$ cat config.mk
export PLATFORM = sky130hd
export DESIGN_NAME = waitgen_top
export DESIGN_NICKNAME = d
export VERILOG_FILES = /design/src/rtl/waitgen_pkg.sv /design/src/rtl/waitgen_regbank.sv /design/src/rtl/waitgen_decode.sv /design/src/rtl/waitgen_counter.sv /design/src/rtl/waitgen_top.sv
export SDC_FILE = /design/constraint.sdc
export NUM_CORES = 1
export LEC_CHECK = 0
export ABC_AREA = 1
export BUFFER_PORTS_ARGS = -buffer_cell sky130_fd_sc_hd__buf_2
export CORE_ASPECT_RATIO = 0.9
export CORE_MARGIN = 2
export CORE_UTILIZATION = 32
export CTS_CLUSTER_SIZE = 40
export DETAILED_ROUTE_END_ITERATION = 8
export GPL_TIMING_DRIVEN = 0
export PLACE_DENSITY = 0.64
export SYNTH_ARGS = -nofsm -noshare
export SYNTH_HDL_FRONTEND = slang
export SYNTH_SLANG_ARGS = --single-unit
$ cat constraint.sdc
create_clock -name clk -period 2 [get_ports clk]
set_clock_uncertainty 0.05 [all_clocks]
set_input_delay 0.4 -clock clk [delete_from_list [all_inputs] [get_ports clk]]
set_output_delay 0.4 -clock clk [all_outputs]
set_load 0.01 [all_outputs]
$ cat src/rtl/waitgen_pkg.sv
package waitgen_pkg;
  localparam int FIELD_W   = 3;
  localparam int CFG_W     = 16;
  localparam int CNT_W     = 4;
  localparam int SPLIT_BIT = 15;
  localparam int EXT_BIT   = 15;

  typedef enum logic [2:0] {
    RG_PROG_LO = 3'd0,
    RG_PROG_HI = 3'd1,
    RG_DATA_LO = 3'd2,
    RG_DATA_HI = 3'd3,
    RG_IO      = 3'd4
  } region_e;

  typedef enum logic [1:0] {
    SP_PROG   = 2'd0,
    SP_DATA   = 2'd1,
    SP_IO     = 2'd2,
    SP_IO_ALT = 2'd3
  } space_e;

  // Pick the 3-bit field of one region out of the configuration word.
  function automatic logic [FIELD_W-1:0] field_of(logic [CFG_W-1:0] cfg, region_e r);
    return cfg[FIELD_W*int'(r) +: FIELD_W];
  endfunction

  // Scale by 1 or 2 and raise to at least one wait state.
  function automatic logic [CNT_W-1:0] eff_wait(logic [FIELD_W-1:0] f, logic dbl);
    logic [CNT_W-1:0] s;
    s = dbl ? {f, 1'b0} : {1'b0, f};
    return (s == '0) ? CNT_W'(1) : s;
  endfunction
endpackage

$ cat src/rtl/waitgen_regbank.sv
module waitgen_regbank
  import waitgen_pkg::*;
#(
  parameter logic [CFG_W-1:0] RESET_CFG = 16'h7FFF
) (
  input  logic             clk,
  input  logic             rst_n,
  input  logic             wr_en,
  input  logic             wr_sel,
  input  logic [CFG_W-1:0] wr_data,
  output logic [CFG_W-1:0] cfg_q,
  output logic             dbl_q
);
  always_ff @(posedge clk) begin
    if (!rst_n) begin
      cfg_q <= RESET_CFG;
      dbl_q <= 1'b0;
    end else if (wr_en) begin
      if (wr_sel) dbl_q <= wr_data[0];
      else        cfg_q <= wr_data;
    end
  end
endmodule

$ cat src/rtl/waitgen_decode.sv
module waitgen_decode
  import waitgen_pkg::*;
#(
  parameter int ADDR_W = 20
) (
  input  logic [1:0]        space,
  input  logic [ADDR_W-1:0] addr,
  input  logic              ext,
  output region_e           region
);
  logic prog_hi;
  logic unused_low_bits;

  assign unused_low_bits = ^addr[SPLIT_BIT-1:0];
  assign prog_hi = ext ? (|addr[ADDR_W-1:SPLIT_BIT]) : addr[SPLIT_BIT];

  always_comb begin
    unique case (space_e'(space))
      SP_PROG: region = prog_hi ? RG_PROG_HI : RG_PROG_LO;
      SP_DATA: region = addr[SPLIT_BIT] ? RG_DATA_HI : RG_DATA_LO;
      default: region = RG_IO;
    endcase
  end
endmodule

$ cat src/rtl/waitgen_counter.sv
module waitgen_counter #(
  parameter int CNT_W = 4
) (
  input  logic             clk,
  input  logic             rst_n,
  input  logic             start,
  input  logic [CNT_W-1:0] start_val,
  output logic             busy,
  output logic [CNT_W-1:0] cnt
);
  always_ff @(posedge clk) begin
    if (!rst_n) begin
      busy <= 1'b0;
      cnt  <= '0;
    end else if (start) begin
      busy <= 1'b1;
      cnt  <= start_val;
    end else if (busy) begin
      if (cnt == CNT_W'(1)) busy <= 1'b0;
      cnt <= cnt - CNT_W'(1);
    end
  end
endmodule

$ cat src/rtl/waitgen_top.sv
module waitgen_top
  import waitgen_pkg::*;
#(
  parameter int               ADDR_W    = 20,
  parameter int               NUM_BANKS = 2,
  parameter logic [CFG_W-1:0] RESET_CFG = 16'h7FFF,
  localparam int              BANK_W    = (NUM_BANKS > 1) ? $clog2(NUM_BANKS) : 1
) (
  input  logic              clk,
  input  logic              rst_n,
  input  logic              cfg_wr,
  input  logic [BANK_W-1:0] cfg_bank,
  input  logic              cfg_sel,
  input  logic [CFG_W-1:0]  cfg_wdata,
  output logic [CFG_W-1:0]  cfg_rdata,
  input  logic [BANK_W-1:0] bank_sel,
  input  logic              acc_req,
  input  logic [1:0]        acc_space,
  input  logic [ADDR_W-1:0] acc_addr,
  output logic              acc_ready
);
  logic [CFG_W-1:0] cfg_all [NUM_BANKS];
  logic             dbl_all [NUM_BANKS];

  for (genvar b = 0; b < NUM_BANKS; b++) begin : g_bank
    waitgen_regbank #(.RESET_CFG(RESET_CFG)) u_bank (
      .clk     (clk),
      .rst_n   (rst_n),
      .wr_en   (cfg_wr && (cfg_bank == BANK_W'(b))),
      .wr_sel  (cfg_sel),
      .wr_data (cfg_wdata),
      .cfg_q   (cfg_all[b]),
      .dbl_q   (dbl_all[b])
    );
  end

  assign cfg_rdata = cfg_sel ? {{(CFG_W-1){1'b0}}, dbl_all[cfg_bank]} : cfg_all[cfg_bank];

  // Named internal events for the checker.
  logic [CFG_W-1:0]   act_cfg;
  logic               act_dbl;
  region_e            region;
  logic [CNT_W-1:0]   load_val;
  logic               accept;
  logic               busy;
  logic [CNT_W-1:0]   cnt;

  assign act_cfg = cfg_all[bank_sel];
  assign act_dbl = dbl_all[bank_sel];

  waitgen_decode #(.ADDR_W(ADDR_W)) u_decode (
    .space  (acc_space),
    .addr   (acc_addr),
    .ext    (act_cfg[EXT_BIT]),
    .region (region)
  );

  assign load_val = eff_wait(field_of(act_cfg, region), act_dbl);
  assign accept   = acc_req && !busy;

  waitgen_counter #(.CNT_W(CNT_W)) u_counter (
    .clk       (clk),
    .rst_n     (rst_n),
    .start     (accept),
    .start_val (load_val),
    .busy      (busy),
    .cnt       (cnt)
  );

  assign acc_ready = !busy;
endmodule

Yosys cells after proc, flatten, opt, wreduce, memory -nomap -nowiden
Index checks and enable logic that the tools add are counted.
{"block": "op_classes", "n_eq_ne": 2, "n_lt_le_gt_ge": 2, "n_shift": 1, "n_mux": 24, "n_reduce_logical": 12, "bitwise": 4, "mul": 1, "add_sub_neg": 1}
{"op": "2-to-1 mux 16 bit", "n": 7}
{"op": "2-to-1 mux 4 bit", "n": 4}
{"op": "indexed part select 16 x 6 -> 3 bit", "n": 1}
{"op": "2-to-1 mux 1 bit", "n": 12}
{"op": "AND reduction 2 bit", "n": 4}
{"op": "one-hot mux 3 bit (2 select lines)", "n": 1}
{"op": "multiplier 2 x 3 -> 5 bit, first input constant", "n": 1}
{"op": "OR reduction 5 bit", "n": 1}
{"op": "== test 4 x 1 -> 1 bit, second input constant", "n": 1}
{"op": "greater-or-equal comparator 2 bit, second input constant", "n": 2}
{"op": "logical NOT 4 bit", "n": 1}
{"op": "inverter 1 -> 2 bit", "n": 2}
{"op": "subtractor 4 x 1 -> 4 bit, second input constant", "n": 1}
{"op": "logical AND 1 bit", "n": 3}
{"op": "== test 2 x 1 -> 1 bit, second input constant", "n": 1}
{"op": "logical NOT 2 bit", "n": 1}
{"op": "inverter 1 bit", "n": 2}
{"op": "nonzero test 2 bit", "n": 1}
{"op": "logical NOT 1 bit", "n": 1}
{"block": "word_totals", "input_bits": 45, "ff_bits": 39, "out_inout_bits": 17}

Logic depth before layout (Yosys ltp)
Gate-level depths: netlist of the first run.
{"block": "depth", "ltp_word": 13, "mapped_depth": 16, "mapped_depth_nobuf": 15}

Cells and area by module
A second synthesis of the first run with hierarchy kept.
{"block": "hier_totals", "hier_cells": 377, "hier_area_um2": 2417.3}
{"mod": "waitgen_regbank", "area_each_um2": 666.9, "cells_each": 79, "seq_area_each_um2": 340.3, "n_inst": 2}
{"mod": "waitgen_top", "area_each_um2": 725.7, "cells_each": 162, "seq_area_each_um2": 0.0, "n_inst": 1}
{"mod": "waitgen_counter", "area_each_um2": 309.0, "cells_each": 46, "seq_area_each_um2": 100.1, "n_inst": 1}
{"mod": "waitgen_decode", "area_each_um2": 48.8, "cells_each": 11, "seq_area_each_um2": 0.0, "n_inst": 1}

Least setup slack after synthesis of the first run
No wires, ideal clock.
{"block": "synth_path", "kind": "input to output", "from": "input cfg_bank", "to": "output cfg_rdata[0]", "path_slack_ns": 0.375, "stages": 4, "arrival_ns": 1.175, "path_cell_list": "clkbuf_1 > clkbuf_1 > nor2_1 > o22ai_1"}
{"block": "synth_between", "elab_chain_cells": 5, "elab_cells_between_ends": 8, "classes_between": "mux: 7; bitwise: 1"}
{"item": "from (decl)", "line": "waitgen_top.sv:12", "rtl": "input logic [BANK_W-1:0] cfg_bank,"}
{"item": "inverter 1 -> 2 bit (not written as such) *", "line": "waitgen_top.sv:37", "rtl": "assign cfg_rdata = cfg_sel ? {{(CFG_W-1){1'b0}}, dbl_all[cfg_bank]} : cfg_all[cfg_bank];"}
{"item": "2-to-1 mux 16 bit (not written as such) or 2-to-1 mux 1 bit (tied branches) (3 in a row)", "line": "waitgen_top.sv:37"}
{"item": "2-to-1 mux 16 bit *", "line": "waitgen_top.sv:37"}
{"item": "to (decl)", "line": "waitgen_top.sv:15", "rtl": "output logic [CFG_W-1:0] cfg_rdata,"}
Mark *: on every way between the ends. The rest lies on a longest branch, timed or not. The select of a mux whose other input is x is not followed.

Worst setup path after layout of the first run
{"block": "layout_path", "from": "input cfg_bank", "to": "output cfg_rdata[15]"}
{"block": "layout_between", "elab_chain_cells": 5}
{"item": "inverter 1 -> 2 bit (not written as such)", "line": "waitgen_top.sv:37"}
{"item": "2-to-1 mux 16 bit (not written as such) (3 in a row)", "line": "waitgen_top.sv:37"}
{"item": "2-to-1 mux 16 bit", "line": "waitgen_top.sv:37"}
No other way between the ends. The select of a mux whose other input is x is not followed.

==> results.ini, run 1 <==
[placement]
io_buffers=45
hpwl_mm=4.51
place.gp.congestion=0.841
placed_cell_area_mm2=0.00247

[timing]
setup-tns-final_ps=0
max_freq_mhz=528
slew_violations=0
rsz0062_at_grt=false
finalCritPeriodShare_pct=94.7
fin_crit_ps=1890
relSlewSlack_pct=59.4
setup_viol=0
worst_pin_slew_ps=609
hold_viol_final=0

[yosys]
seq_area_frac_synth_pct=36.7
ys_warn_count=0
syn_nets=370
synth_cells=323
synthesis.area_mm2=0.00213
synth-seq-cells=39
ys_types=27
syn_avg_cell_area_um2=6.59

[floorplan]
die-area_mm2=0.00732
rows=28
core_mm2=0.00652
initial_core_util_pct=32.7
die_y_um=81.4
pin_count=62
dieWidth_um=90.0

[worst_setup_path]
cp_max_fo=10
cp.required_ps=1550
end_kind=primary output
r2r_slack_ps=510
worstReg2RegStart=g_bank[1].u_bank.cfg_q[15]$_SDFFE_PN0P_
critPathKind=in2out
arrival_ps=1440
startpoint_type=input port
r2r_end=u_counter.cnt[0]$_SDFFE_PN0P_
timing.reg2reg.worst_path_depth=12

[global_route]
grt_pass1_wl_mm=9.99
gr-max-usage-layer=met2
grt_pass1_vias=2006
use_met2_pct=26.3
met3_usage_pct=3.90
antenna_found_initial=0
grt_overflow=0
grt_max_degree=12
grt_use_met1_pct=24.4
grt_util_all_layers_pct=17.3

[route]
drc_errors=0
wire_per_inst_um=13.3
first_pass_iters=6
num_vias=2242
drt_iter0_drc=184
ant_nets=0
wirelength_mm=6.19
viasPerCell=4.81

[min_path]
min_path_cells=3
hold_end=g_bank[0].u_bank.cfg_q[9]$_SDFFE_PN1P_
hold_path.class=in2reg
hp-start=cfg_wdata[9]

[finish]
syn_to_final_growth_pct=20.8
fillCellCount=744
fin_util_pct=39.5
layout.nets=422
layout-drive-gt1-share_pct=20.2
fin_area_mm2=0.00257
n_antenna_cell=0

[pwr]
vdd_drop_max_mv=0.377
power.leakage_nw=1.29
power_density_mw_per_mm2=704

[clocking]
cts_tree=built
clk_pin_slew_ps=70
clock_path_buffers=2
clockRootBuffer=clkbuf_8
htreeDepth=2
cts_made_buffers=5
clk_latency_ps=290
cts_sinks=39

[run_status]
status=finished, final reports clean

[job]
cap_viol_max_count=0

[worst max-delay path, stage by stage]
cell	delay, ps
buf_2	90
clkinv_1	250
clkbuf_2	330
a21oi_1	210
buf_2	160
[where the power goes]
part / internal [mW] / switching (mW) / total, mW
Clock: 0.315 / 0.276 / 0.591
Sequential: 0.823 / 0.0308 / 0.854
Combinational: 0.137 / 0.228 / 0.365
Total: 1.28 / 0.535 / 1.81
[final cells by class]
cell class | instances | area [µm²] | share of cell area [%]
Inverter | 34 | 133 | 5.16
Multi-Input combinational cell | 234 | 1140 | 44.4
Clock buffer | 8 | 100 | 3.89
Timing Repair Buffer | 45 | 225 | 8.76
Tap cell | 90 | 113 | 4.38
Buffer | 16 | 78.8 | 3.07
Sequential cell | 39 | 781 | 30.4
[synthesized netlist by cell type]
| cell type | instances | area share [%] |
|---|---|---|
| a21oi_1 | 24 | 5.6 |
| a311oi_1 | 1 | 0.41 |
| a31oi_1 | 1 | 0.29 |
| buf_2 | 2 | 0.47 |
| buf_4 | 1 | 0.35 |
| buf_6 | 1 | 0.53 |
| clkbuf_1 | 12 | 2.1 |
| clkinv_1 | 2 | 0.35 |
| dfxtp_1 | 39 | 37 |
| ha_1 | 2 | 1.2 |
| inv_1 | 30 | 5.3 |
| inv_2 | 1 | 0.18 |
| inv_6 | 1 | 0.41 |
| mux2i_1 | 4 | 1.9 |
| nand2_1 | 74 | 13 |
| nand2_2 | 5 | 1.5 |
| nand2_4 | 2 | 1.1 |
| nand3_1 | 36 | 8.5 |
| nand3_2 | 3 | 1.4 |
| nor2_1 | 27 | 4.8 |
| nor2_2 | 2 | 0.59 |
| nor3_1 | 2 | 0.47 |
| nor3_2 | 1 | 0.47 |
| o211ai_1 | 5 | 1.8 |
| o21ai_0 | 43 | 10 |
| o22ai_1 | 1 | 0.29 |
| or2_2 | 1 | 0.29 |
[placed cells by master, fill, tap and decap left out, drive strengths merged]
cell type  netlist  routed
a21oi           24      24
a311oi           1       1
a31oi            1       1
buf              4      49
clkbuf          12      20
clkinv           2       2
dfxtp           39      39
ha               2       2
inv             32      32
mux2i            4       4
nand2           81      81
nand3           39      39
nor2            29      29
nor3             3       3
o211ai           5       5
o21ai           43      43
o22ai            1       1
or2              1       1
[what timing repair did]
item / 4_1_cts / 5_1_grt
buffers inserted: 0 / 0
hold buffers: 0 / 0
setup endpoints to repair: 10 / 11
gates resized for setup: 2 / 4
[through the flow]
stage,power [mW],instances,setup slack (ps),hold slack [ps]
after floorplan,1.10,323,375,386
after global placement,1.23,458,-139,403
after detailed placement,1.23,458,-133,407
after CTS,1.82,466,4.33,277
after global routing,1.91,466,42.9,281
final,1.81,466,107,277
[flip-flops by register name (all words and copies together), names as in the netlist]
| signal | count |
|---|---|
| g_bank.u_bank.cfg_q | 32 |
| u_counter.busy | 1 |
| u_counter.cnt | 4 |
| g_bank.u_bank.dbl_q | 2 |
[cells by family (layout without fill, tap and decap cells)]
group,after synthesis,count (layout),synth area share [%]
flops,39,39,36.7
mux,4,4,1.88
buf+inv,50,103,9.70
fa+ha+maj,2,2,1.18
compound gates,75,75,18.5
simple gates,153,153,32.0
[worst max path at each step]
| stage | start | end | depth (start not counted) |
|---|---|---|---|
| floorplan | cfg_bank | cfg_rdata[0] | 4 |
| global placement | cfg_bank | cfg_rdata[0] | 6 |
| detailed placement | cfg_bank | cfg_rdata[3] | 6 |
| CTS | cfg_sel | cfg_rdata[12] | 6 |
| global route | cfg_bank | cfg_rdata[15] | 5 |
| finish | cfg_bank | cfg_rdata[15] | 5 |
[routing by layer]
metal / up-vias / share of wire [%]
li1: 1164 / -
met1: 993 / 50
met2: 80 / 42
met3: 5 / 7.9
met4: 0 / 0.78
met5: - / 0
(Power assumes the default switching activity.)
==> inputs of run 2 (changes only) <==
Settings changed: PLACE_DENSITY 0.64 to 0.56.
==> results.ini, run 2 (synthesized netlist as in run 1, its figures left out) <==
[timing]
fin_crit_ps=1900  ; was 1890 ps
finalCritPeriodShare_pct=95.1  ; was 94.7%
fin_ws_ps=98.3  ; was 107 ps
relSlewSlack_pct=59.3  ; was 59.4%
hold_viol_final=0  ; unchanged
rsz0062_at_grt=false  ; unchanged
slew_violations=0  ; unchanged
setup_viol=0  ; unchanged
worst_pin_slew_ps=611  ; was 609 ps
max_freq_mhz=526  ; was 528 MHz

[floorplan]
initial_core_util_pct=32.7  ; unchanged
die-area_mm2=0.00732  ; unchanged
core_mm2=0.00652  ; unchanged
pin_count=62  ; unchanged
rows=28  ; unchanged
die_y_um=81.4  ; unchanged
dieWidth_um=90.0  ; unchanged

[placement]
hpwl_mm=4.72  ; was 4.51 mm
place.gp.congestion=0.822  ; was 0.841
io_buffers=45  ; unchanged
dp_slack_ps=-206  ; was -133 ps
placed_cells_incl_taps=458  ; unchanged

[job]
cap_viol_max_count=0  ; unchanged

[worst_setup_path]
crit_chain=buf_2 > inv_1 > clkbuf_2 > o21ai_0 > a21oi_1 > buf_2  ; was buf_2 > clkinv_1 > clkbuf_2 > a21oi_1 > buf_2
crit_buf_inv=4  ; unchanged
startpoint_type=input port  ; unchanged
path_delay_family=buffers and inverters  ; unchanged
r2r_slack_ps=520  ; was 510 ps
critPathKind=in2out  ; unchanged
cp_max_fo=10  ; unchanged
cp.required_ps=1550  ; about the same
crit_slowest_cell=clkbuf_2  ; unchanged
max_stage_delay_ps=270  ; was 330 ps
end_kind=primary output  ; unchanged
arrival_ps=1450  ; was 1440 ps
cp_common_cell=buf_2  ; unchanged

[clocking]
cts_sinks=39  ; unchanged
cts_made_buffers=5  ; unchanged
htreeDepth=2  ; unchanged
clk_pin_slew_ps=80  ; was 70 ps
cts_tree=built  ; unchanged
clk_latency_ps=300  ; was 290 ps
holdBufCountCts=0  ; unchanged
clockRootBuffer=clkbuf_8  ; unchanged
postCtsSetupBuffers=0  ; unchanged
clock_path_buffers=2  ; unchanged

[route]
drc_errors=0  ; unchanged
wire_per_inst_um=13.8  ; was 13.3 µm
wirelength_mm=6.45  ; was 6.19 mm
viasPerCell=4.81  ; unchanged
ant_nets=0  ; unchanged
drt_iter0_drc=123  ; was 184
num_vias=2242  ; unchanged
first_pass_iters=4  ; was 6

[run_status]
status=finished, final reports clean  ; unchanged

[pwr]
power.leakage_nw=1.30  ; was 1.29 nW
p_total_mw=1.90  ; was 1.81 mW
vdd_drop_max_mv=0.273  ; was 0.377 mV
power_density_mw_per_mm2=734  ; was 704 mW/mm²

[finish]
largest-register=g_bank.u_bank.cfg_q  ; unchanged
finalNonFillerCells=466  ; unchanged
n_antenna_cell=0  ; unchanged
layout.nets=422  ; unchanged
final_common_cell=nand2_1  ; unchanged
syn_to_final_growth_pct=21.4  ; was 20.8%
largest_register_ff_count=32  ; unchanged
layout-drive-gt1-share_pct=20.5  ; was 20.2%
top_regs=g_bank.u_bank.cfg_q: 32 flops, u_counter.cnt: 4 flops, g_bank.u_bank.dbl_q: 2 flops  ; unchanged
final_cell_mix=nand2_1, buf_2, o21ai_0, dfxtp_1, nand3_1  ; unchanged

[global_route]
grt_pass1_vias=2124  ; was 2006
grt_max_degree=14  ; was 12
antenna_found_initial=0  ; unchanged
grt_util_all_layers_pct=18.5  ; was 17.3%
grt_overflow=0  ; unchanged
grt_pass1_wl_mm=10.6  ; was 9.99 mm

[min_path]
hold_path.class=in2reg  ; unchanged

## run 2: power by group
group	total [mW]	leakage, nW	switching [mW]	internal (mW)
logic	0.366	0.921	0.229	0.137
clock network	0.674	0.0581	0.302	0.372
registers	0.855	0.321	0.0323	0.823
## run 2: what timing repair did
| action | 4_1_cts | 5_1_grt |
|---|---|---|
| resized for setup | 3 | 2 |
| endpoints found under the hold margin | 0 | 0 |
| endpoints found under the setup margin | 15 | 10 |
## run 2: metrics by stage
step	TNS (ps)	area, µm²	hold WS [ps]	utilization, %
global route	0	2580	269	39.7
global placement	-2010	2470	407	37.8
detailed placement	-1990	2470	407	37.8
finish	0	2580	274	39.7
CTS	0	2580	264	39.6
floorplan	0	2130	386	-
## run 2: worst register-to-register path, stage by stage (launching register included)
cell	delay, ps
dfxtp_1	350
nand2_1	70
nand2_2	70
nand3_2	70
nand2_4	120
nand2_4	80
nand2_1	60
nand3_1	60
nand3_1	90
nand2_1	120
nand2_1	90
nand3_1	60
nand2_1	60
inv_1	40
## run 2: area by class of cell
class / instances / area, µm²
timing repair buffer: 45 / 225
clock buffer: 5 / 68.8
inverter: 34 / 133
buffer: 16 / 78.8
fill: 704 / 3930
clock inverter: 3 / 43.8
tap: 90 / 113
sequential: 39 / 781
multi-input combinational: 234 / 1140
## run 2: metal layers
layer	up-vias	wire (µm)	track usage, %
li1	1161	-	-
met1	1001	3140	25.3
met2	71	2750	28.6
met3	9	456	3.62
met4	0	106	8.00
met5	-	0	0
## run 2: path summary, 6_finish.rpt
path                                           startpoint                                     end  cells past startpoint
setup / recovery                                  cfg_sel                           cfg_rdata[13]                      6
hold / removal                               cfg_wdata[9]  g_bank[1].u_bank.cfg_q[9]$_SDFFE_PN1P_                      3
setup reg to reg  g_bank[1].u_bank.cfg_q[15]$_SDFFE_PN0P_           u_counter.cnt[2]$_SDFFE_PN0P_                     13
hold reg to reg       g_bank[1].u_bank.dbl_q$_SDFFE_PN0P_     g_bank[1].u_bank.dbl_q$_SDFFE_PN0P_                      2
